<file path="src/rtl/iovw_pkg.sv">
package iovw_pkg;

    typedef enum logic [2:0] {
        WS_IDLE,
        WS_L1_RD,
        WS_L1_WT,
        WS_L2_RD,
        WS_L2_WT,
        WS_DONE
    } walk_state_e;

    typedef enum logic [2:0] {
        DK_FAULT,
        DK_TABLE,
        DK_SECT,
        DK_LARGE,
        DK_SMALL
    } desc_kind_e;

    localparam logic [1:0] PS_SMALL = 2'd0;
    localparam logic [1:0] PS_LARGE = 2'd1;
    localparam logic [1:0] PS_SECT  = 2'd2;

endpackage

</file>
<file path="src/rtl/iovw_desc_decode.sv">
module iovw_desc_decode
    import iovw_pkg::*;
#(
    parameter int  DW     = 32,
    parameter bit  SECOND = 1'b0
) (
    input  logic [DW-1:0] desc_i,
    output desc_kind_e    kind_o
);
    generate
        if (SECOND) begin : g_lvl2
            // bit1 alone marks a small page; 01 is a large page; 00 faults
            always_comb begin
                if (desc_i[1])      kind_o = DK_SMALL;
                else if (desc_i[0]) kind_o = DK_LARGE;
                else                kind_o = DK_FAULT;
            end
        end else begin : g_lvl1
            // 10 direct 1 MiB map, 01 table pointer, 00/11 invalid
            always_comb begin
                case (desc_i[1:0])
                    2'b10:   kind_o = DK_SECT;
                    2'b01:   kind_o = DK_TABLE;
                    default: kind_o = DK_FAULT;
                endcase
            end
        end
    endgenerate
endmodule

</file>
<file path="src/rtl/iovw_addr_merge.sv">
module iovw_addr_merge
    import iovw_pkg::*;
#(
    parameter int AW        = 32,
    parameter int SPAGE_OFF = 12,
    parameter int LPAGE_OFF = 16,
    parameter int SECT_OFF  = 20
) (
    input  logic [AW-1:0] desc_i,
    input  logic [AW-1:0] va_i,
    input  desc_kind_e    kind_i,
    output logic [AW-1:0] pa_o,
    output logic [1:0]    size_o
);
    localparam logic [AW-1:0] ONES   = {AW{1'b1}};
    localparam logic [AW-1:0] SECT_M = ONES << SECT_OFF;
    localparam logic [AW-1:0] LPG_M  = ONES << LPAGE_OFF;
    localparam logic [AW-1:0] SPG_M  = ONES << SPAGE_OFF;

    logic [AW-1:0] frame_m;

    always_comb begin
        case (kind_i)
            DK_SECT:  begin frame_m = SECT_M; size_o = PS_SECT;  end
            DK_LARGE: begin frame_m = LPG_M;  size_o = PS_LARGE; end
            default:  begin frame_m = SPG_M;  size_o = PS_SMALL; end
        endcase
        pa_o = (desc_i & frame_m) | (va_i & ~frame_m);
    end
endmodule

</file>
<file path="src/rtl/iova_walker.sv">
module iova_walker
    import iovw_pkg::*;
#(
    parameter int AW        = 32,
    parameter int L1_IDX_W  = 12,
    parameter int L2_IDX_W  = 8,
    parameter int SPAGE_OFF = 12,
    parameter int LPAGE_OFF = 16
) (
    input  logic          clk,
    input  logic          rst_n,
    input  logic [AW-1:0] tbl_base_i,
    input  logic          req_valid_i,
    input  logic [AW-1:0] req_va_i,
    output logic          req_ready_o,
    output logic          mem_rd_valid_o,
    output logic [AW-1:0] mem_rd_addr_o,
    input  logic          mem_rd_ready_i,
    input  logic          mem_rsp_valid_i,
    input  logic [AW-1:0] mem_rsp_data_i,
    input  logic          mem_rsp_err_i,
    output logic          res_valid_o,
    input  logic          res_ack_i,
    output logic [AW-1:0] res_pa_o,
    output logic [1:0]    res_size_o,
    output logic          res_fault_o,
    output logic          res_buserr_o,
    output logic          res_fault_lvl_o,
    output logic [AW-1:0] res_fault_va_o
);
    localparam int SECT_OFF = SPAGE_OFF + L2_IDX_W;
    localparam int L2_ALIGN = L2_IDX_W + 2;
    localparam int IDX_PAD  = AW - L1_IDX_W - 2;

    typedef struct packed {
        walk_state_e   st;
        logic [AW-1:0] va;
        logic [AW-1:0] rd_addr;
        logic [AW-1:0] pa;
        logic [1:0]    size;
        logic          fault;
        logic          buserr;
        logic          flvl;
        logic [1:0]    rd_cnt;
    } walk_regs_t;

    walk_regs_t q, d;

    desc_kind_e    l1_kind, l2_kind, mrg_kind;
    logic [AW-1:0] l1_addr, l2_addr, mrg_pa;
    logic [1:0]    mrg_size;
    logic          rd_hs;

    iovw_desc_decode #(.DW(AW), .SECOND(1'b0)) u_dec_l1 (
        .desc_i (mem_rsp_data_i),
        .kind_o (l1_kind)
    );

    iovw_desc_decode #(.DW(AW), .SECOND(1'b1)) u_dec_l2 (
        .desc_i (mem_rsp_data_i),
        .kind_o (l2_kind)
    );

    assign mrg_kind = (q.st == WS_L1_WT) ? l1_kind : l2_kind;

    iovw_addr_merge #(
        .AW(AW), .SPAGE_OFF(SPAGE_OFF), .LPAGE_OFF(LPAGE_OFF), .SECT_OFF(SECT_OFF)
    ) u_merge (
        .desc_i (mem_rsp_data_i),
        .va_i   (q.va),
        .kind_i (mrg_kind),
        .pa_o   (mrg_pa),
        .size_o (mrg_size)
    );

    // word index scaled to bytes, added to the sampled base
    assign l1_addr = tbl_base_i + {{IDX_PAD{1'b0}}, req_va_i[AW-1 -: L1_IDX_W], 2'b00};
    // second-level base is aligned to its table size, so index fills the low bits
    assign l2_addr = {mem_rsp_data_i[AW-1:L2_ALIGN], q.va[SECT_OFF-1:SPAGE_OFF], 2'b00};

    assign rd_hs = mem_rd_valid_o && mem_rd_ready_i;

    always_comb begin
        d = q;
        case (q.st)
            WS_IDLE: begin
                if (req_valid_i) begin
                    d.st      = WS_L1_RD;
                    d.va      = req_va_i;
                    d.rd_addr = l1_addr;
                    d.pa      = '0;
                    d.size    = PS_SMALL;
                    d.fault   = 1'b0;
                    d.buserr  = 1'b0;
                    d.flvl    = 1'b0;
                    d.rd_cnt  = '0;
                end
            end
            WS_L1_RD, WS_L2_RD: begin
                if (rd_hs) begin
                    d.st     = (q.st == WS_L1_RD) ? WS_L1_WT : WS_L2_WT;
                    d.rd_cnt = q.rd_cnt + 2'd1;
                end
            end
            WS_L1_WT: begin
                if (mem_rsp_valid_i) begin
                    d.st = WS_DONE;
                    if (mem_rsp_err_i) begin
                        d.fault  = 1'b1;
                        d.buserr = 1'b1;
                    end else if (l1_kind == DK_SECT) begin
                        d.pa   = mrg_pa;
                        d.size = mrg_size;
                    end else if (l1_kind == DK_TABLE) begin
                        d.st      = WS_L2_RD;
                        d.rd_addr = l2_addr;
                    end else begin
                        d.fault = 1'b1;
                    end
                end
            end
            WS_L2_WT: begin
                if (mem_rsp_valid_i) begin
                    d.st   = WS_DONE;
                    d.flvl = 1'b1;
                    if (mem_rsp_err_i) begin
                        d.fault  = 1'b1;
                        d.buserr = 1'b1;
                    end else if (l2_kind == DK_FAULT) begin
                        d.fault = 1'b1;
                    end else begin
                        d.pa   = mrg_pa;
                        d.size = mrg_size;
                    end
                end
            end
            WS_DONE: begin
                if (res_ack_i) d.st = WS_IDLE;
            end
            default: d.st = WS_IDLE;
        endcase
    end

    always_ff @(posedge clk or negedge rst_n) begin
        if (!rst_n) begin
            q <= '{st: WS_IDLE, size: PS_SMALL, default: '0};
        end else begin
            q <= d;
        end
    end

    assign req_ready_o     = (q.st == WS_IDLE);
    assign mem_rd_valid_o  = (q.st == WS_L1_RD) || (q.st == WS_L2_RD);
    assign mem_rd_addr_o   = q.rd_addr;
    assign res_valid_o     = (q.st == WS_DONE);
    assign res_pa_o        = q.pa;
    assign res_size_o      = q.size;
    assign res_fault_o     = q.fault;
    assign res_buserr_o    = q.buserr;
    assign res_fault_lvl_o = q.flvl;
    assign res_fault_va_o  = q.fault ? q.va : '0;

    // result is frozen until the client takes it
    assert_res_hold_R1: assert property (@(posedge clk) disable iff (!rst_n)
        (res_valid_o && !res_ack_i) |=> (res_valid_o && $stable(res_pa_o)
            && $stable(res_fault_o) && $stable(res_size_o) && $stable(res_fault_va_o)));

    // ack ends the result phase
    assert_ack_release_R1: assert property (@(posedge clk) disable iff (!rst_n)
        (res_valid_o && res_ack_i) |=> (!res_valid_o && req_ready_o));

    // idle excludes every other activity
    assert_idle_excl_R1: assert property (@(posedge clk) disable iff (!rst_n)
        req_ready_o |-> (!res_valid_o && !mem_rd_valid_o));

    // read request held steady until accepted
    assert_rd_hold_R11: assert property (@(posedge clk) disable iff (!rst_n)
        (mem_rd_valid_o && !mem_rd_ready_i) |=> (mem_rd_valid_o && $stable(mem_rd_addr_o)));

    // never more than two descriptor reads per walk
    assert_two_reads_R11: assert property (@(posedge clk) disable iff (!rst_n)
        (q.rd_cnt <= 2'd2));

    // a section completes after exactly one read
    assert_sect_one_read_R3: assert property (@(posedge clk) disable iff (!rst_n)
        (res_valid_o && !res_fault_o && res_size_o == PS_SECT) |-> (q.rd_cnt == 2'd1));

    // bus errors are always reported as faults
    assert_buserr_fault_R9: assert property (@(posedge clk) disable iff (!rst_n)
        (res_valid_o && res_buserr_o) |-> res_fault_o);

    // second-level faults only after two reads
    assert_l2_fault_reads_R8: assert property (@(posedge clk) disable iff (!rst_n)
        (res_valid_o && res_fault_o && res_fault_lvl_o) |-> (q.rd_cnt == 2'd2));

endmodule

</file>
<file path="config.mk">
export PLATFORM = sky130hd
export DESIGN_NAME = iova_walker
export DESIGN_NICKNAME = d
export VERILOG_FILES = /design/src/rtl/iovw_pkg.sv /design/src/rtl/iovw_desc_decode.sv /design/src/rtl/iovw_addr_merge.sv /design/src/rtl/iova_walker.sv
export SDC_FILE = /design/constraint.sdc
export NUM_CORES = 1
export LEC_CHECK = 0
export ABC_AREA = 1
export BUFFER_PORTS_ARGS = -buffer_cell sky130_fd_sc_hd__clkbuf_2
export CORE_UTILIZATION = 30
export CTS_CLUSTER_SIZE = 40
export DETAILED_ROUTE_END_ITERATION = 8
export PLACE_DENSITY = 0.53
export SETUP_SLACK_MARGIN = 0.2
export SLEW_MARGIN = 40
export SYNTH_ARGS = -nofsm -noshare
export SYNTH_HDL_FRONTEND = slang
export SYNTH_HIERARCHICAL = 1
export SYNTH_SLANG_ARGS = --single-unit
</file>
<file path="constraint.sdc">
create_clock -name clk -period 2.45 [get_ports clk]
set_clock_uncertainty 0.05 [all_clocks]
set_input_delay 0.245 -clock clk [delete_from_list [all_inputs] [get_ports clk]]
set_output_delay 0.245 -clock clk [all_outputs]
set_load 0.05 [all_outputs]
</file>
==> summary.txt <==
Global routing
  – First-pass GRT wire length: 34000 um
  – Pin count of the biggest net entering global routing: 37
  – Initial antenna violation count: 0
  – Number of global-route vias before repair: 6165
  – All-Layer GR Usage: 18.5%
  – Total gr overflow: 0

STA
  – Worst-margin pin slew: 617 ps
  – Final setup fails: 0
  – Worst slew margin: 58.8%
  – Setup tns final: 0 ps
  – Hold slack: 29.6 ps
  – Final critical-path share of the clock period: 84.9%
  – Final Hold Viols: 0
  – Max Freq: 0.481 GHz
  – RSZ-0062 raised after global routing: false
  – Max-slew violation count: 0
  – Min Tclk post-route: 2080 ps

Cells and area
  – Layout Nets: 1223
  – Antenna cells: 0
  – Most frequent cells in the layout: nand2_1 (310), clkbuf_2 (197), inv_1 (109)
  – Utilization after layout: 34.9%
  – Most common cell after layout, fill and taps aside: nand2_1
  – Layout area overhead: 13.1%
  – Share of layout cells above drive strength 1: 22.9%

Floorplanning
  – Area of the core: 22800 sq um
  – Die W: 155 um
  – Effective utilization at floorplan: 30.8%
  – Placement row count: 55
  – Die Area: 24100 sq um
  – Die height: 155 um
  – Io pins: 207

Clock network
  – Clock sink count: 104
  – Root Driver: clkbuf_16
  – Max clock buf depth: 2
  – CTS buffer count: 9
  – CTS clk-pin slew, worst paths: 80 ps
  – H-tree depth: 3
  – CTS tree: built
  – Worst-Skew Late Latency: 360 ps

Logic synthesis
  – Mux cell area share after synthesis: 0%
  – Sequential share of the synthesized area: 36.9%
  – Post-Syn Area: 7050 sq um
  – Yosys warning total: 6
  – Syn Area/Cell: 6.96 sq um
  – Post-synthesis simple-gate area fraction: 31.7%
  – Cells after Synth: 1012
  – Synth area leaders: dfrtp_1 (37%), nand2_1 (17%), buf_4 (9.9%), nand3_1 (6.8%), inv_1 (5.8%)
  – Synth unique cells: 39
  – Synth top area share: 36.9%
  – Synth Net Count: 1128
  – Synthesized flop and latch total: 104
  – Largest family of logic cells by synthesized area: simple AND/OR/NAND/NOR gates
  – Yosys top cell by area: dfrtp_1
  – Area share of fa/ha/maj cells after synthesis: 2.42%
  – Synth Area in Compound Gates: 9.68%
  – Xor/xnor cell area share of the yosys netlist: 0.249%

Routing
  – DRT iter0 DRCs: 429
  – Mean routed wirelength per cell: 15.3 um
  – Via Count: 6478
  – Via/cell ratio: 4.55
  – WL final: 21800 um
  – Number of remaining DRC errors: 0
  – First-pass DRT Iterations: 5
  – Final ANT Viol Nets: 0

Worst setup path
  – Required time worst endpoint: 2680 ps
  – CP Launch Type: flip-flop
  – Crit end category: flip-flop
  – Worst-path fanout max: 19
  – Crit path kind: flip-flop to flip-flop
  – Arr. time, crit path: 2310 ps

Run status
  – Run status: finished, final reports clean

Placement
  – Routability cong.: 0.865
  – Hpwl dp: 17100 um
  – PortBufs: 198

Power
  – P_leak: 0.00462 uW
  – Pwr dens: 1420 nW/um^2
  – Peak VDD IR: 626 uV

Hold path
  – Worst hold path class: input pin to flip-flop

Run
  – Max_cap viols: 0
## layer usage
layer	share of wire [%]	wire length (um)	vias up	GRT usage (%)
met5	0	0	-	0
li1	-	-	3299	-
met4	1.3	288	0	4.44
met1	49	10800	3003	26.1
met3	4.8	1040	16	3.62
met2	45	9700	160	28.9
## where the power goes
group | internal, uW | switching, uW
registers | 2510 | 582
logic | 1540 | 5280
clock network | 713 | 732
total | 4760 | 6590
## worst max-delay path, cell delays in order, from the launching register on
cell     delay, ps
dfrtp_1        490
nor2_2          90
nand2_2        180
inv_2           90
nor2_2         400
buf_4          350
nand3_1        190
a21oi_1        150
## cell usage after synthesis (all sizes together)
cell and count:
nand3b 7, clkbuf 15, a31oi 1, nand4 12, ha 12, o22a 1
o211ai 2, nand2 314, o31ai 1, a21o 3, dfrtp 104, buf 113
nand3 99, or2 3, o21ai 55, fa 1, xor2 2, a21oi 60
a211oi 1, a22o 1, and2 2, nor3 8, nor2 75, inv 117
o22ai 2, conb 1
## cells by family after synthesis
kind of cell / after synthesis
AOI/OAI and AO/OA: 127
xor gates and xnor gates: 2
adders and majority gates: 13
buffers and inverters: 245
DFF: 104
other: 1
and+or+nand+nor: 520
## what timing repair did
| action | in CTS | in global routing |
|---|---|---|
| buffers inserted | 0 | 0 |
| hold buffers | 1 | 0 |
| resized for setup | 0 | 0 |
| endpoints found under the hold margin | 34 | 0 |
## layout make-up
| type | count | area (sq um) |
|---|---|---|
| clock buffers | 9 | 225 |
| well taps | 313 | 392 |
| repair buffers | 212 | 1140 |
| multi-input cells | 663 | 3110 |
| inverters | 117 | 439 |
| fillers | 2588 | 14900 |
| clock inverters | 7 | 63.8 |
| flip-flops and latches | 104 | 2600 |
## final timing paths
kind,from,endpoint,slack (ps),depth (start not counted)
min in group asynchronous,rst_n,l2_addr[2]$_DFFE_PN0P_,350,2
max in group asynchronous,rst_n,res_pa_o[16]$_DFFE_PN0P_,1390,3
hold / removal,req_va_i[3],q[74]$_DFFE_PN0P_,30,3
setup reg to reg,q[105]$_DFFE_PN0P_,mem_rd_addr_o[29]$_DFFE_PN0P_,370,7
setup / recovery,q[105]$_DFFE_PN0P_,mem_rd_addr_o[29]$_DFFE_PN0P_,370,7
hold reg to reg,q[93]$_DFFE_PN0P_,q[93]$_DFFE_PN0P_,420,2
## state kept, by name, summed over array words and instances (netlist names)
| register | flops |
|---|---|
| res_fault_lvl_o | 1 |
| res_size_o | 2 |
| mem_rd_addr_o | 32 |
| res_buserr_o | 1 |
| q | 27 |
| res_pa_o | 32 |
| res_fault_o | 1 |
| l2_addr | 8 |
## stage by stage
| step | setup slack [ps] | cells | area (sq um) | power, uW |
|---|---|---|---|---|
| floorplan | 614 | 1012 | 7050 | 9030 |
| global placement | 232 | 1408 | 7670 | 9940 |
| detailed placement | 222 | 1408 | 7670 | 9990 |
| CTS | 373 | 1425 | 7970 | 11500 |
| global route | 204 | 1425 | 7970 | 12100 |
| finish | 370 | 1425 | 7970 | 11300 |
Note: power is estimated with default switching activity, not from simulation.
